[config.mk]
export PLATFORM = sky130hd
export DESIGN_NAME = smb_slave_fe
export DESIGN_NICKNAME = d
export VERILOG_FILES = /design/src/rtl/smb_fe_pkg.sv /design/src/rtl/smb_line_filter.sv /design/src/rtl/smb_bus_events.sv /design/src/rtl/smb_xfer_fsm.sv /design/src/rtl/smb_slave_fe.sv
export SDC_FILE = /design/constraint.sdc
export NUM_CORES = 1
export LEC_CHECK = 0
export CORE_UTILIZATION = 59
export CTS_CLUSTER_SIZE = 20
export DETAILED_ROUTE_END_ITERATION = 10
export PLACE_DENSITY = 0.92
export SLEW_MARGIN = 20
export SYNTH_ARGS = -nofsm -noshare
export SYNTH_HDL_FRONTEND = slang
export SYNTH_SLANG_ARGS = --single-unit
[constraint.sdc]
create_clock -name clk -period 4.55 [get_ports clk]
set_input_delay 0.91 -clock clk [delete_from_list [all_inputs] [get_ports clk]]
set_output_delay 0.91 -clock clk [all_outputs]
set_load 0.02 [all_outputs]
[src/rtl/smb_fe_pkg.sv]
package smb_fe_pkg;
  localparam logic [1:0] TGT_NONE = 2'd0;
  localparam logic [1:0] TGT_SENS = 2'd1;
  localparam logic [1:0] TGT_MEM  = 2'd2;
  localparam logic [1:0] TGT_PROT = 2'd3;

  localparam logic [3:0] PRE_SENS = 4'b0011;
  localparam logic [3:0] PRE_MEM  = 4'b1010;
  localparam logic [3:0] PRE_PROT = 4'b0110;

  typedef enum logic [2:0] {
    S_IDLE, S_ADDR, S_AACK, S_WDATA, S_WACK, S_RDATA, S_RACK, S_WAIT
  } fe_state_e;
endpackage

[src/rtl/smb_line_filter.sv]
module smb_line_filter #(
  parameter int FILT_CYC = 5
) (
  input  logic clk,
  input  logic rst_n,
  input  logic line_i,
  output logic line_o
);
  localparam int CW = $clog2(FILT_CYC + 1);

  logic [1:0]    sync_q;
  logic [CW-1:0] cnt_q, cnt_n;
  logic          out_q, out_n;

  always_comb begin
    cnt_n = cnt_q;
    out_n = out_q;
    if (sync_q[1] == out_q) begin
      cnt_n = '0;
    end else if (cnt_q == CW'(FILT_CYC - 1)) begin
      cnt_n = '0;
      out_n = sync_q[1];
    end else begin
      cnt_n = cnt_q + CW'(1);
    end
  end

  always_ff @(posedge clk or negedge rst_n) begin
    if (!rst_n) begin
      sync_q <= 2'b11;
      cnt_q  <= '0;
      out_q  <= 1'b1;
    end else begin
      sync_q <= {sync_q[0], line_i};
      cnt_q  <= cnt_n;
      out_q  <= out_n;
    end
  end

  assign line_o = out_q;


  filt_hold_chk: assert property (@(posedge clk) disable iff (!rst_n)
    !$stable(out_q) |-> ($past(sync_q[1]) == out_q));
endmodule

[src/rtl/smb_bus_events.sv]
module smb_bus_events (
  input  logic clk,
  input  logic rst_n,
  input  logic scl_f,
  input  logic sda_f,
  output logic start_p,
  output logic stop_p,
  output logic rise_p,
  output logic fall_p
);
  logic scl_prev_q, sda_prev_q;

  always_ff @(posedge clk or negedge rst_n) begin
    if (!rst_n) begin
      scl_prev_q <= 1'b1;
      sda_prev_q <= 1'b1;
    end else begin
      scl_prev_q <= scl_f;
      sda_prev_q <= sda_f;
    end
  end

  assign start_p = scl_f & scl_prev_q & sda_prev_q & ~sda_f;
  assign stop_p  = scl_f & scl_prev_q & ~sda_prev_q & sda_f;
  assign rise_p  = scl_f & ~scl_prev_q;
  assign fall_p  = ~scl_f & scl_prev_q;
endmodule

[src/rtl/smb_xfer_fsm.sv]
module smb_xfer_fsm
  import smb_fe_pkg::*;
#(
  parameter int TIMEOUT_CYC = 1500000
) (
  input  logic        clk,
  input  logic        rst_n,
  input  logic        start_p,
  input  logic        stop_p,
  input  logic        rise_p,
  input  logic        fall_p,
  input  logic        scl_lvl,
  input  logic        sda_lvl,
  input  logic [2:0]  pins,
  input  logic [15:0] rd_data,
  output logic        sda_oe,
  output logic [1:0]  tgt,
  output logic        ptr_valid,
  output logic        wr_valid,
  output logic [15:0] wr_data,
  output logic        rd_req,
  output logic        stop_o
);
  localparam int TW = $clog2(TIMEOUT_CYC + 1);

  fe_state_e     st_q, st_n;
  logic [3:0]    cnt_q, cnt_n;
  logic [7:0]    sh_q, sh_n;
  logic [7:0]    msb_q, msb_n;
  logic [15:0]   word_q, word_n;
  logic [1:0]    tgt_q, tgt_n, dec_tgt;
  logic          rnw_q, rnw_n;
  logic          first_q, first_n;
  logic          half_q, half_n;
  logic          acked_q, acked_n;
  logic          oe_q, oe_n;
  logic          bus_q, bus_n;
  logic [TW-1:0] to_q, to_n;
  logic          to_hit, do_load;
  logic          ptr_q, ptr_n, wr_q, wr_n, rdr_q, rdr_n, stp_q, stp_n;
  logic [15:0]   wd_q, wd_n;

  always_comb begin
    dec_tgt = TGT_NONE;
    if (sh_q[3:1] == pins) begin
      case (sh_q[7:4])
        PRE_SENS: dec_tgt = TGT_SENS;
        PRE_MEM:  dec_tgt = TGT_MEM;
        PRE_PROT: dec_tgt = TGT_PROT;
        default:  dec_tgt = TGT_NONE;
      endcase
    end
  end

  assign to_hit = bus_q && !scl_lvl && (to_q == TW'(TIMEOUT_CYC - 1));

  always_comb begin
    st_n = st_q;  cnt_n = cnt_q;  sh_n = sh_q;  msb_n = msb_q;
    word_n = word_q;  tgt_n = tgt_q;  rnw_n = rnw_q;  first_n = first_q;
    half_n = half_q;  acked_n = acked_q;  oe_n = oe_q;  bus_n = bus_q;
    ptr_n = 1'b0;  wr_n = 1'b0;  rdr_n = 1'b0;  stp_n = 1'b0;  wd_n = wd_q;
    do_load = 1'b0;
    to_n = (!bus_q || scl_lvl) ? '0 : to_q + TW'(1);

    if (start_p) begin
      st_n = S_ADDR;  cnt_n = '0;  oe_n = 1'b0;  bus_n = 1'b1;
      tgt_n = TGT_NONE;  to_n = '0;
    end else if (stop_p) begin
      stp_n = bus_q && (tgt_q != TGT_NONE);
      st_n = S_IDLE;  oe_n = 1'b0;  bus_n = 1'b0;
    end else if (to_hit) begin
      st_n = S_IDLE;  oe_n = 1'b0;  bus_n = 1'b0;  tgt_n = TGT_NONE;
    end else begin
      case (st_q)
        S_ADDR: begin
          if (rise_p && cnt_q < 4'd8) begin
            sh_n  = {sh_q[6:0], sda_lvl};
            cnt_n = cnt_q + 4'd1;
          end else if (fall_p && cnt_q == 4'd8) begin
            if (dec_tgt != TGT_NONE) begin
              tgt_n = dec_tgt;  rnw_n = sh_q[0];  oe_n = 1'b1;  st_n = S_AACK;
            end else begin
              st_n = S_WAIT;
            end
          end
        end
        S_AACK: begin
          if (fall_p) begin
            oe_n = 1'b0;  cnt_n = '0;
            if (rnw_q) begin
              do_load = 1'b1;
            end else begin
              st_n = S_WDATA;  first_n = 1'b1;  half_n = 1'b0;
            end
          end
        end
        S_WDATA: begin
          if (rise_p && cnt_q < 4'd8) begin
            sh_n  = {sh_q[6:0], sda_lvl};
            cnt_n = cnt_q + 4'd1;
          end else if (fall_p && cnt_q == 4'd8) begin
            oe_n = 1'b1;  st_n = S_WACK;
            if (first_q) begin
              ptr_n = 1'b1;  wd_n = {8'h00, sh_q};  first_n = 1'b0;
            end else if (tgt_q == TGT_SENS) begin
              if (!half_q) begin
                msb_n = sh_q;  half_n = 1'b1;
              end else begin
                wr_n = 1'b1;  wd_n = {msb_q, sh_q};  half_n = 1'b0;
              end
            end else begin
              wr_n = 1'b1;  wd_n = {8'h00, sh_q};
            end
          end
        end
        S_WACK: begin
          if (fall_p) begin
            oe_n = 1'b0;  cnt_n = '0;  st_n = S_WDATA;
          end
        end
        S_RDATA: begin
          if (rise_p && cnt_q < 4'd8) begin
            cnt_n = cnt_q + 4'd1;
          end else if (fall_p) begin
            if (cnt_q == 4'd8) begin
              oe_n = 1'b0;  st_n = S_RACK;
            end else if (cnt_q != 4'd0) begin
              sh_n = {sh_q[6:0], 1'b0};
              oe_n = ~sh_q[6];
            end
          end
        end
        S_RACK: begin
          if (rise_p) begin
            acked_n = ~sda_lvl;
          end else if (fall_p) begin
            if (!acked_q) begin
              st_n = S_WAIT;  oe_n = 1'b0;
            end else if (tgt_q == TGT_SENS && half_q) begin
              sh_n = word_q[7:0];  oe_n = ~word_q[7];  half_n = 1'b0;
              cnt_n = '0;  st_n = S_RDATA;
            end else begin
              do_load = 1'b1;
            end
          end
        end
        default: ;
      endcase
      if (do_load) begin
        rdr_n = 1'b1;  cnt_n = '0;  st_n = S_RDATA;
        if (tgt_q == TGT_SENS) begin
          word_n = rd_data;  sh_n = rd_data[15:8];  oe_n = ~rd_data[15];
          half_n = 1'b1;
        end else begin
          sh_n = rd_data[7:0];  oe_n = ~rd_data[7];  half_n = 1'b0;
        end
      end
    end
  end

  always_ff @(posedge clk or negedge rst_n) begin
    if (!rst_n) begin
      st_q <= S_IDLE;  cnt_q <= '0;  sh_q <= '0;  msb_q <= '0;  word_q <= '0;
      tgt_q <= TGT_NONE;  rnw_q <= 1'b0;  first_q <= 1'b0;  half_q <= 1'b0;
      acked_q <= 1'b0;  oe_q <= 1'b0;  bus_q <= 1'b0;  to_q <= '0;
      ptr_q <= 1'b0;  wr_q <= 1'b0;  rdr_q <= 1'b0;  stp_q <= 1'b0;  wd_q <= '0;
    end else begin
      st_q <= st_n;  cnt_q <= cnt_n;  sh_q <= sh_n;  msb_q <= msb_n;
      word_q <= word_n;  tgt_q <= tgt_n;  rnw_q <= rnw_n;  first_q <= first_n;
      half_q <= half_n;  acked_q <= acked_n;  oe_q <= oe_n;  bus_q <= bus_n;
      to_q <= to_n;  ptr_q <= ptr_n;  wr_q <= wr_n;  rdr_q <= rdr_n;
      stp_q <= stp_n;  wd_q <= wd_n;
    end
  end

  assign sda_oe    = oe_q;
  assign tgt       = tgt_q;
  assign ptr_valid = ptr_q;
  assign wr_valid  = wr_q;
  assign wr_data   = wd_q;
  assign rd_req    = rdr_q;
  assign stop_o    = stp_q;


  drive_state_chk: assert property (@(posedge clk) disable iff (!rst_n)
    oe_q |-> (st_q == S_AACK || st_q == S_WACK || st_q == S_RDATA));

  timeout_release_chk: assert property (@(posedge clk) disable iff (!rst_n)
    to_hit |=> (!oe_q && st_q == S_IDLE && tgt_q == TGT_NONE));

  rd_pulse_chk: assert property (@(posedge clk) disable iff (!rst_n)
    rdr_q |-> (st_q == S_RDATA && cnt_q == 4'd0));

  ptr_ack_chk: assert property (@(posedge clk) disable iff (!rst_n)
    ptr_q |-> (st_q == S_WACK && oe_q && !rnw_q));
endmodule

[src/rtl/smb_slave_fe.sv]
module smb_slave_fe #(
  parameter int FILT_CYC    = 5,
  parameter int TIMEOUT_CYC = 1500000
) (
  input  logic        clk,
  input  logic        rst_n,
  input  logic        scl_i,
  input  logic        sda_i,
  input  logic [2:0]  pin_addr,
  output logic        sda_oe,
  output logic [1:0]  tgt,
  output logic        ptr_valid,
  output logic        wr_valid,
  output logic [15:0] wr_data,
  output logic        rd_req,
  input  logic [15:0] rd_data,
  output logic        stop_o
);
  localparam int NLINES = 2;

  logic [NLINES-1:0] raw_lines, filt_lines;
  logic start_p, stop_p, rise_p, fall_p;

  assign raw_lines = {sda_i, scl_i};

  for (genvar g = 0; g < NLINES; g++) begin : g_filt
    smb_line_filter #(.FILT_CYC(FILT_CYC)) u_filt (
      .clk    (clk),
      .rst_n  (rst_n),
      .line_i (raw_lines[g]),
      .line_o (filt_lines[g])
    );
  end

  smb_bus_events u_events (
    .clk     (clk),
    .rst_n   (rst_n),
    .scl_f   (filt_lines[0]),
    .sda_f   (filt_lines[1]),
    .start_p (start_p),
    .stop_p  (stop_p),
    .rise_p  (rise_p),
    .fall_p  (fall_p)
  );

  smb_xfer_fsm #(.TIMEOUT_CYC(TIMEOUT_CYC)) u_fsm (
    .clk       (clk),
    .rst_n     (rst_n),
    .start_p   (start_p),
    .stop_p    (stop_p),
    .rise_p    (rise_p),
    .fall_p    (fall_p),
    .scl_lvl   (filt_lines[0]),
    .sda_lvl   (filt_lines[1]),
    .pins      (pin_addr),
    .rd_data   (rd_data),
    .sda_oe    (sda_oe),
    .tgt       (tgt),
    .ptr_valid (ptr_valid),
    .wr_valid  (wr_valid),
    .wr_data   (wr_data),
    .rd_req    (rd_req),
    .stop_o    (stop_o)
  );
endmodule

=== Word level (Yosys, flattened, before mapping) ===
Cells that the tools add are included.

* Add/sub/neg operators: 4
* Magnitude comparators: 1
* Equal/unequal tests: 62
* Muxes and demuxes: 135
* Bitwise logic cells: 23
* Reductions and logical operators: 39

{| class="wikitable"
|+ Operators by type and width
! operator !! number
|-
| 2-to-1 mux 8 bit || 11
|-
| 2-to-1 mux 1 bit || 70
|-
| 2-to-1 mux 3 bit || 23
|-
| 2-to-1 mux 16 bit || 3
|-
| != test 6 x 3 -> 1 bit, second input constant || 8
|-
| 2-to-1 mux 21 bit || 2
|-
| 2-to-1 mux 4 bit || 10
|-
| != test 3 x 1 -> 1 bit, second input constant || 10
|-
| AND reduction 14 bit || 2
|-
| AND reduction 13 bit || 2
|-
| case mux 8 bit (3 select lines) || 1
|-
| adder 21 x 1 -> 21 bit, second input constant || 1
|-
| equality test 21 bit, second input constant || 1
|-
| != test 3 bit, second input constant || 6
|-
| != test 6 x 5 -> 1 bit, second input constant || 3
|-
| case mux 3 bit (6 select lines) || 1
|-
| AND reduction 9 bit || 2
|-
| 2-to-1 mux 2 bit || 8
|-
| NOT 1 bit || 16
|-
| equality test 3 bit, second input constant || 5
|-
| AND reduction 5 bit || 3
|-
| AND reduction 7 bit || 2
|-
| != test 4 x 2 -> 1 bit, second input constant || 3
|-
| != test 6 bit, second input constant || 2
|-
| 38 further kinds || 69
|}

* Bits in registers: 94
* Input bits: 23
* Word-level logic and storage cells: 290

=== Logic depth before layout (Yosys ltp) ===
Gate-level depths: netlist (run 1).

* Word-level depth: 14
* Gate-level depth with buffers: 9

=== Cells and area by module ===
From an unflattened synthesis (run 1), not the netlist that was laid out.

* Cell total of the unflattened synthesis: 471
* Area total of the unflattened synthesis: 4819.6 um2

{| class="wikitable"
|+ Modules (own cells, without submodules)
! module !! instances !! cells each !! area an instance (um2)
|-
| smb_xfer_fsm || 1 || 429 || 4244.1
|-
| smb_line_filter || 2 || 18 || 244.0
|-
| smb_bus_events || 1 || 6 || 87.6
|}

=== Worst setup path after synthesis (run 1) ===
No wires, ideal clock.

* Path type: register to register
* Start point: register u_fsm.to_q[7]
* End point: register u_fsm.wd_q[6] (netlist: u_fsm.wr_data[6])
* Data arrival time: 2266 ps
* Setup slack: 2160 ps
* Cell stages (with the launch flop): 8
* Period minus slack after synthesis: 2390 ps
* Cells stage by stage: dfrtp_1 or4b_1 or3_4 nor3_4 or4b_1 buf_4 buf_6 mux2_2

* Longest elaborated chain between the ends: 4

{| class="wikitable"
|+ RTL lines
! what !! line !! text
|-
| start, declared || smb_xfer_fsm.sv:38 || <nowiki>logic [TW-1:0] to_q, to_n;</nowiki>
|-
| start signal, assigned || smb_xfer_fsm.sv:171 || <nowiki>to_q <= to_n; ptr_q <= ptr_n; wr_q <= wr_n; rdr_q <= rdr_n;</nowiki>
|-
| equality test 21 bit || smb_xfer_fsm.sv:55 || <nowiki>assign to_hit = bus_q && !scl_lvl && (to_q == TW'(TIMEOUT_CYC - 1));</nowiki>
|-
| logical AND 1 bit || smb_xfer_fsm.sv:55 ||
|-
| NOT 1 bit (no source line) || n/a ||
|-
| AND reduction 7 bit (no source line) || n/a ||
|-
| end signal, assigned || smb_xfer_fsm.sv:172 || <nowiki>stp_q <= stp_n; wd_q <= wd_n;</nowiki>
|-
| end, declared || smb_xfer_fsm.sv:41 || <nowiki>logic [15:0] wd_q, wd_n;</nowiki>
|}

Every way passes these cells.
A chain may end at the register's enable or synchronous reset.

=== Worst setup path after layout (run 1) ===
* Start point: register g_filt[0].u_filt.out_q
* End point: register u_fsm.wd_q[6] (netlist: u_fsm.wr_data[6])

* Longest elaborated chain between the ends: 5
* Elaborated cells between the ends (all ways): 18

{| class="wikitable"
|+ RTL lines
! what !! line !! text
|-
| start, declared || smb_line_filter.sv:13 || <nowiki>logic out_q, out_n;</nowiki>
|-
| start signal, assigned || smb_line_filter.sv:36 || <nowiki>out_q <= out_n;</nowiki>
|-
| AND 1 bit or logical NOT 1 bit (tied branches) || smb_bus_events.sv:23, smb_bus_events.sv:24, smb_xfer_fsm.sv:55 ||
|-
| AND 1 bit, or another cell as far along (2 in series) || smb_bus_events.sv:24 || <nowiki>assign stop_p = scl_f & scl_prev_q & ~sda_prev_q & sda_f;</nowiki>
|-
| NOT 1 bit (no source line) || n/a ||
|-
| AND reduction 7 bit (no source line) (*) || n/a ||
|}

Every way passes the cells marked *; elsewhere a longest branch is shown, timed or not.

==> flow_summary_export.csv, run 1 <==
group,metric,value,unit
clock_network,post_cts_resized,0,
yosys,synth-seq-cells,94,
final_layout,final_cells,608,
power,total_power,2.71,mW
routing,drc,0,
power,p_per_area,496,mW/mm^2
critical_path,worst-path-buf-inv,0,
final_layout,multi_input_area,0.00226,mm^2
final_layout,area_delta_synth_final,14.5,%
worst_hold_path,hold_path.class,"flip-flop to flip-flop",
routing,wl_per_cell,16.4,um
global_routing,grt_max_degree,59,
sta,fin_crit,3.05,ns
clock_network,cts_tree,"done",
sta,hold_ws,0.361,ns
final_layout,drive_gt1_frac,0.156,
sta,clock_skew,0.0115,ns
critical_path,cp_data_arrival_time,3.30,ns
yosys,synth_area_leaders,"dfrtp_1 (45%), mux2_2 (9.4%), dfstp_2 (4.4%)",
final_layout,final_cell_mix,"dfrtp_1 (86), nand2_1 (54), nor2_1 (53), clkdlybuf4s50_1 (44), mux2_2 (40)",
yosys,synth_top_cell_area_share,0.451,
sta,fin_crit_sh,0.671,
floorplanning,initial_core_util,0.614,
clock_network,post_cts_buffers,0,
global_routing,track_usage,0.250,
routing,drt_iter0_drc,333,
sta,rsz0062_at_grt,"false",
yosys,synth_nets,493,
clock_network,clkTransAtPathRegs,0.09,ns
floorplanning,core_area,0.00777,mm^2
yosys,yosys_warnings,0,
sta,maxSlewViolCount,0,
yosys,synth_edf_count,0,
floorplanning,dieArea,0.00845,mm^2
power,power_leakage,2.35,nW
global_routing,grt_overflow,0,
sta,setup_viol,0,
place,postPlaceCellArea,0.00527,mm^2
place,io_buffers,45,
clock_network,htree_levels,3,
floorplanning,die_y,91.9,um
yosys,avgSynthCellArea,10.3,um^2
place,dp_hpwl,7050,um
place,dp_cells,592,
critical_path,end_kind,"flip-flop",
sta,timing.fmax,327,MHz
clock_network,cts_sinks,94,
routing,dr_total_vias,3571,
critical_path,rr_worst_depth,5,
critical_path,slowest_stage,"or4b_1",
global_routing,antenna_found_initial,0,
floorplanning,ioPinCount,46,
clock_network,cts_hold_buf,0,
critical_path,crit_fanout,25,
sta,fin_tns_setup,0,ns
yosys,synth_area,0.00477,mm^2
final_layout,num_antenna_cells,0,
critical_path,crit_cells,5,
global_routing,grt_pass1_vias,3422,
routing,ant_nets,0,
floorplanning,fp-row-count,32,
yosys,synthDistinctLibCells,61,
clock_network,cts_buffers,9,
power,max-vdd-ir-drop,0.348,mV
global_routing,grt_pass1_wl,16500,um
critical_path,critPathRequiredTime,4.80,ns
critical_path,worstPathCellList,"nand2b_1 -> or3_4 -> nor3_4 -> or4b_1 -> mux2_2",
yosys,synth-seq-area-share,0.495,
clock_network,clk-insertion-delay-late,0.36,ns
final_layout,stdcell_area,0.00546,mm^2
routing,routed_wl,9960,um
routing,avgViaCountPerCell,5.87,
final_layout,fill_cells,551,
yosys,synth_ff_type,"dfrtp_1",
run,cap_viol_max_count,0,
clock_network,cts-root-buf,"clkbuf_8",
final_layout,nets,531,
final_layout,seqCellArea,0.00236,mm^2
final_layout,final_common_cell,"dfrtp_1",
outcome,status,"completed",
yosys,yosys.area.top_type,"dfrtp_1",
yosys,async_flop_share,1.00,
critical_path,startpoint_type,"flip-flop",
clock_network,clk_path_buf_depth,2,
yosys,syn_inst,463,
critical_path,path_class,"flip-flop to flip-flop",
sta,hold_viol,0,
sta,slew-limit-headroom,0.367,
routing,firstDrtPassIters,5,
worst_hold_path,hold_depth,0,
sta,worstMarginPinSlew,0.948,ns
critical_path,critPathMaxStageDelay,0.67,ns
critical_path,path_delay_family,"simple AND/OR/NAND/NOR gates",
place,gp_congestion,0.988,
floorplanning,die_w,91.9,um
flip-flops by register name (all words and copies together) (netlist names), 2 cells and up:
| name | cells |
|---|---|
| u_fsm.tgt | 2 |
| u_fsm.sh_q | 8 |
| u_fsm.msb_q | 8 |
| u_fsm.st_q | 3 |
| g_filt.u_filt.cnt_q | 6 |
| g_filt.u_filt.sync_q | 4 |
| u_fsm.to_q | 21 |
| u_fsm.wr_data | 16 |
| u_fsm.word_q | 8 |
| u_fsm.cnt_q | 4 |
| g_filt.u_filt.line_o | 2 |
final timing paths:
path                                            start                    endpoint  slack, ns
min in group asynchronous                       rst_n            u_fsm.wr_data[1]       0.58
max in group asynchronous                       rst_n         u_events.sda_prev_q       2.96
min                        g_filt[0].u_filt.sync_q[0]  g_filt[0].u_filt.sync_q[1]       0.36
max reg2reg                   g_filt[0].u_filt.line_o            u_fsm.wr_data[6]       1.50
min reg2reg                g_filt[0].u_filt.sync_q[0]  g_filt[0].u_filt.sync_q[1]       0.36
max                           g_filt[0].u_filt.line_o            u_fsm.wr_data[6]       1.50
routing by layer:
layer	wire length [um]	up-vias	GRT usage
met5	0	-	0
met4	145	0	0.104
met3	612	17	0.0423
met2	4840	167	0.398
met1	4360	1702	0.340
li1	-	1685	-
where the power goes:
part / switching (mW) / leakage [nW] / internal [mW]
Combinational: 0.517 / 1.03 / 0.444
Sequential: 0.218 / 1.23 / 0.972
Clock: 0.303 / 0.0895 / 0.258
Total: 1.04 / 2.35 / 1.67
per-stage QoR:
stage | worst slack (ns) | utilization
5_1_grt | 1.25 | 0.703
4_1_cts | 1.48 | 0.703
2_1_floorplan | 2.16 | -
6_report | 1.50 | 0.703
3_5_place_dp | 1.50 | 0.678
3_3_place_gp | 1.60 | 0.678
cells in the mapped netlist, types with 2 or more instances:
cell type   n
dfrtp_1    86
nand2_1    54
nor2_1     53
mux2_2     40
o21ai_0    19
xor2_1     16
a21oi_1    13
inv_1      13
clkbuf_1   12
xnor2_1    11
nand3_1    10
a31oi_1     8
dfstp_2     8
mux2i_1     8
nand2b_1    8
nor2b_1     8
ha_1        7
nand4_1     7
nor3b_1     7
and3_1      6
a211oi_1    5
or3_1       5
buf_2       4
nor3_1      4
a22o_1      3
and2_1      3
nand3b_1    3
buf_4       2
nand3_2     2
nor4_1      2
o2111ai_1   2
o31a_1      2
o31ai_1     2
or2_2       2
or4b_1      2
cell type report:
cell class,count,area share
Multi-Input combinational cell,335,0.414
Clock inverter,6,0.0128
Inverter,14,0.00962
Clock buffer,10,0.0234
Tap cell,102,0.0234
Sequential cell,94,0.432
Timing Repair Buffer,47,0.0847
logic make-up after synthesis:
| family | synth area share |
|---|---|
| XOR/XNOR | 0.0496 |
| AO/OA/AOI/OAI | 0.102 |
| AND/OR/NAND/NOR | 0.193 |
| adder cells (fa/ha/maj) | 0.0184 |
| multiplexers | 0.111 |
| buffers and inverters | 0.0310 |
| flip-flops | 0.495 |
Power figures use the tool's default switching activity.
==> inputs of run 2 (changes only) <==
- CORE_UTILIZATION: 59 -> 57
- PLACE_DENSITY: 0.92 -> 0.9
- clock period: 4.55 -> 3 ns (I/O delays scaled with it)
==> flow_summary_export.csv, run 2 (synthesis results as in run 1) <==
group,metric,value,unit
run,cap_viol_max_count,0,
sta,clock_skew,0.0122,ns
clock_network,post_cts_resized,0,
floorplanning,die_y,93.5,um
final_layout,regMostFlops,"u_fsm.to_q",
power,p_per_area,769,mW/mm^2
floorplanning,dieArea,0.00874,mm^2
clock_network,post_cts_buffers,0,
sta,fin_crit_sh,0.888,
sta,hold_viol,0,
routing,wl_per_cell,16.9,um
floorplanning,core_area,0.00793,mm^2
final_layout,area_delta_synth_final,17.2,%
floorplanning,ioPinCount,46,
routing,wl_met1,4840,um
global_routing,grt_overflow,0,
clock_network,cts_tree,"done",
final_layout,final_cell_mix,"dfrtp_1 (86), nand2_1 (54), nor2_1 (53), clkdlybuf4s50_1 (44), mux2_2 (40)",
clock_network,clkTransAtPathRegs,0.09,ns
clock_network,htree_levels,3,
clock_network,clk_path_buf_depth,2,
place,io_buffers,45,
routing,met2_length,4900,um
routing,wl_met3,470,um
critical_path,critPathRequiredTime,3.25,ns
outcome,status,"completed",
worst_hold_path,hold_path.class,"input pin to asynchronous set/reset pin",
critical_path,rr_worst_depth,5,
routing,routed_wl,10400,um
routing,avgViaCountPerCell,5.94,
routing,firstDrtPassIters,8,
critical_path,end_kind,"flip-flop",
final_layout,nets,542,
global_routing,grt_max_degree,52,
sta,worstMarginPinSlew,0.683,ns
final_layout,num_antenna_cells,0,
clock_network,cts_sinks,94,
routing,ant_nets,0,
floorplanning,fp-row-count,32,
routing,drc,0,
floorplanning,initial_core_util,0.602,
sta,setup_viol,0,
power,max-vdd-ir-drop,0.532,mV
sta,maxSlewViolCount,0,
sta,worst_slack,0.335,ns
clock_network,clk-insertion-delay-late,0.36,ns
critical_path,worst-r2r-setup-slack,0.33,ns
global_routing,grt_pass1_vias,3618,
power,power_leakage,2.43,nW
routing,drt_iter0_drc,339,
sta,rsz0062_at_grt,"false",
sta,fin_tns_setup,0,ns
place,preCtsSetupSlack,0.329,ns
final_layout,largest_register_ffs,21,
critical_path,cp_data_arrival_time,2.92,ns
place,gp_congestion,0.948,
global_routing,grt_pass1_wl,17600,um
critical_path,startpoint_type,"flip-flop",
critical_path,r2r-start,"u_fsm.to_q[7]",
final_layout,final_common_cell,"dfrtp_1",
power,power.share.clock,0.222,
routing,dr_total_vias,3679,
place,dp_hpwl,7480,um
power,swShare,0.372,
final_layout,drive_gt1_frac,0.176,
critical_path,rr_endpoint,"u_fsm.wr_data[3]",
clock_network,cts_buffers,9,
critical_path,path_class,"flip-flop to flip-flop",
sta,slew-limit-headroom,0.544,
clock_network,cts-root-buf,"clkbuf_8",
power,p_comb_frac,0.377,
final_layout,postLayoutCoreUtil,0.705,
power,power.switching,1.60,mW
critical_path,crit_fanout,13,
global_routing,track_usage,0.261,
power,power_frac_seq,0.401,
routing,top_layer,"met4",
clock_network,cts_hold_buf,0,
power,internal_power,2.70,mW
floorplanning,die_w,93.5,um
sta,timing.fmax,375,MHz
sta,fin_crit,2.67,ns
global_routing,antenna_found_initial,0,
==> run 2: metal layers <==
metal,up-vias,GRT usage
li1,1716,-
met1,1808,0.366
met2,134,0.414
met3,21,0.0374
met4,0,0.0987
met5,-,0
==> run 2: power groups by stage <==
stage / logic [mW] / clock network, mW / registers (mW)
detailed placement: 1.58 / 0 / 1.74
CTS: 1.60 / 0.967 / 1.72
finish: 1.62 / 0.955 / 1.72
floorplan: 1.23 / 0 / 1.64
global placement: 1.55 / 0 / 1.72
global route: 1.78 / 1.02 / 1.75
==> run 2: worst max-delay path by stage <==
stage / from / end / slack [ns] / cells past startpoint
after CTS: u_fsm.to_q[7] / u_fsm.wr_data[3] / 0.33 / 5
after floorplan: u_fsm.to_q[7] / u_fsm.wr_data[6] / 0.61 / 7
after global placement: pin_addr[0] / u_fsm.st_q[0] / 0.37 / 7
after detailed placement: u_fsm.to_q[7] / u_fsm.wr_data[6] / 0.33 / 5
after global routing: u_fsm.to_q[7] / u_fsm.wr_data[3] / 0.19 / 5
final: u_fsm.to_q[7] / u_fsm.wr_data[3] / 0.33 / 5
==> run 2: layout make-up <==
| class | instances | area (um^2) |
|---|---|---|
| sequential | 94 | 2360 |
| multi-input combinational | 335 | 2260 |
| fill | 574 | 2340 |
| tap | 102 | 128 |
| clock buffer | 10 | 138 |
| clock inverter | 6 | 91.3 |
| inverter | 14 | 52.6 |
| timing repair buffer | 58 | 558 |
==> run 2: stage by stage <==
| stage | std cells | hold WS (ns) | cell area [um^2] | power (mW) |
|---|---|---|---|---|
| after global routing | 619 | 0.257 | 5590 | 4.55 |
| after detailed placement | 603 | 0.350 | 5360 | 3.32 |
| after floorplan | 463 | 0.304 | 4770 | 2.87 |
| after CTS | 619 | 0.241 | 5590 | 4.28 |
| final | 619 | 0.224 | 5590 | 4.30 |
| after global placement | 603 | 0.347 | 5360 | 3.27 |
==> run 2: worst max-delay path, stage by stage (launching register included) <==
cell     delay (ns)
dfrtp_1        0.43
or4b_1         0.53
or3_4          0.38
nor3_4         0.34
or4b_1         0.48
mux2_2         0.40
==> inputs of run 3 (changes only) <==
- CORE_UTILIZATION: 57 -> 45
- MAX_ROUTING_LAYER: default -> met4
- PLACE_DENSITY: 0.9 -> 0.75
==> flow_summary_export.csv, run 3 (synthesis results as in run 1) <==
group,metric,value,unit
outcome,status,"completed",
floorplanning,dieArea,0.0110,mm^2
sta,fin_crit_sh,0.872,
critical_path,critPathRequiredTime,3.25,ns
sta,hold_ws,0.179,ns
final_layout,largest_register_ffs,21,
sta,timing.fmax,382,MHz
global_routing,grt_overflow,0,
final_layout,regMostFlops,"u_fsm.to_q",
sta,clock_skew,0.00987,ns
global_routing,grt_pass1_wl,17400,um
critical_path,cp_data_arrival_time,2.86,ns
critical_path,crit_fanout,11,
global_routing,grt_pass1_vias,3541,
routing,dr_total_vias,3598,
final_layout,final_cells,653,
critical_path,worst-r2r-setup-slack,0.39,ns
routing,firstDrtPassIters,7,
sta,fin_tns_setup,0,ns
place,postPlaceCellArea,0.00540,mm^2
final_layout,stdcell_area,0.00559,mm^2
place,dp_hpwl,7470,um
sta,setup_viol,0,
clock_network,post_cts_resized,0,
place,gp_congestion,0.895,
critical_path,cp-endpoint,"u_fsm.wr_data[7]",
critical_path,rr_worst_depth,5,
routing,wl_per_cell,15.3,um
floorplanning,fp-row-count,37,
clock_network,cts_hold_buf,0,
floorplanning,core_area,0.0103,mm^2
clock_network,cts_buffers,9,
place,io_buffers,45,
sta,maxSlewViolCount,0,
run,cap_viol_max_count,0,
sta,hold_viol,0,
routing,drt_iter0_drc,306,
power,max-vdd-ir-drop,0.376,mV
critical_path,critPathLaunch,"u_fsm.to_q[7]",
routing,ant_nets,0,
critical_path,rr_endpoint,"u_fsm.wr_data[7]",
power,power.switching,1.60,mW
critical_path,path_class,"flip-flop to flip-flop",
global_routing,grt_max_degree,59,
final_layout,num_antenna_cells,0,
clock_network,clk-insertion-delay-late,0.36,ns
routing,routed_wl,10000,um
power,power.share.clock,0.193,
sta,worstMarginPinSlew,0.565,ns
power,p_comb_frac,0.382,
final_layout,final_common_cell,"dfrtp_1",
power,internal_power,2.51,mW
floorplanning,die_y,105,um
routing,drc,0,
sta,slew-limit-headroom,0.619,
clock_network,clk_path_buf_depth,2,
routing,avgViaCountPerCell,5.51,
clock_network,clkTransAtPathRegs,0.10,ns
critical_path,r2r-start,"u_fsm.to_q[7]",
sta,rsz0062_at_grt,"false",
floorplanning,initial_core_util,0.464,
clock_network,cts-root-buf,"clkbuf_8",
sta,fin_crit,2.61,ns
final_layout,nets,542,
final_layout,drive_gt1_frac,0.176,
worst_hold_path,hold_path.class,"input pin to asynchronous set/reset pin",
clock_network,htree_levels,3,
global_routing,antenna_found_initial,0,
floorplanning,ioPinCount,46,
final_layout,fill_cells,918,
clock_network,cts_sinks,94,
final_layout,postLayoutCoreUtil,0.544,
clock_network,cts_tree,"done",
place,dp_cells,637,
final_layout,area_delta_synth_final,17.2,%
critical_path,startpoint_type,"flip-flop",
power,swShare,0.389,
power,p_per_area,736,mW/mm^2
clock_network,post_cts_buffers,0,
power,power_leakage,2.41,nW
global_routing,track_usage,0.203,
final_layout,final_cell_mix,"dfrtp_1 (86), nand2_1 (54), nor2_1 (53), clkdlybuf4s50_1 (44), mux2_2 (40)",
power,power_frac_seq,0.424,
floorplanning,die_w,105,um
critical_path,end_kind,"flip-flop",
run 3: cell count changes in the layout (fill, tap and decap cells not counted), sizes merged:
cell / delta
inv: +1
clkinvlp: +1
clkbuf: -1
bufinv: -2
clkinv: +1
run 3: worst min path at each step:
| stage | slack, ns | endpoint | depth (start not counted) | from |
|---|---|---|---|---|
| 4_1_cts | 0.19 | u_fsm.wr_data[9] | 1 | rst_n |
| 5_1_grt | 0.21 | u_fsm.wr_data[9] | 1 | rst_n |
| 3_3_place_gp | 0.35 | g_filt[0].u_filt.sync_q[1] | 0 | g_filt[0].u_filt.sync_q[0] |
| 6_report | 0.18 | u_fsm.wr_data[9] | 1 | rst_n |
| 2_1_floorplan | 0.30 | g_filt[0].u_filt.cnt_q[0] | 0 | rst_n |
| 3_5_place_dp | 0.35 | g_filt[1].u_filt.sync_q[1] | 0 | g_filt[1].u_filt.sync_q[0] |
run 3: through the flow:
| step | setup slack [ns] | total power, mW |
|---|---|---|
| finish | 0.385 | 4.11 |
| global route | 0.263 | 4.38 |
| floorplan | 0.610 | 2.87 |
| global placement | 0.407 | 3.29 |
| detailed placement | 0.360 | 3.33 |
| CTS | 0.368 | 4.13 |
run 3: power by group through the flow:
stage	clock [mW]	sequential, mW	combinational [mW]
2_1_floorplan	0	1.64	1.23
3_3_place_gp	0	1.75	1.53
3_5_place_dp	0	1.77	1.56
4_1_cts	0.818	1.74	1.57
5_1_grt	0.870	1.78	1.73
6_report	0.795	1.75	1.57
run 3: layer usage:
metal  vias to the layer above  wire (um)  track usage
met5                         -          0            -
met4                         0        137       0.0634
met3                        20        314       0.0293
met2                        86       5000        0.328
met1                      1771       4550        0.266
li1                       1721          -            -
run 3: area by class of cell:
| class | instances | area [um^2] | share of cell area |
|---|---|---|---|
| clock buffers | 9 | 124 | 0.0222 |
| clock inverters | 7 | 65.1 | 0.0116 |
| inverters | 14 | 52.6 | 0.00940 |
| multi-input cells | 335 | 2260 | 0.404 |
| flip-flops and latches | 94 | 2360 | 0.422 |
| well taps | 136 | 170 | 0.0304 |
| repair buffers | 58 | 558 | 0.0998 |
run 3: worst max-delay path, stage by stage (launching register included):
cell     delay, ns
dfrtp_1       0.43
or4b_1        0.52
or3_4         0.37
nor3_4        0.35
or4b_1        0.44
mux2_2        0.39
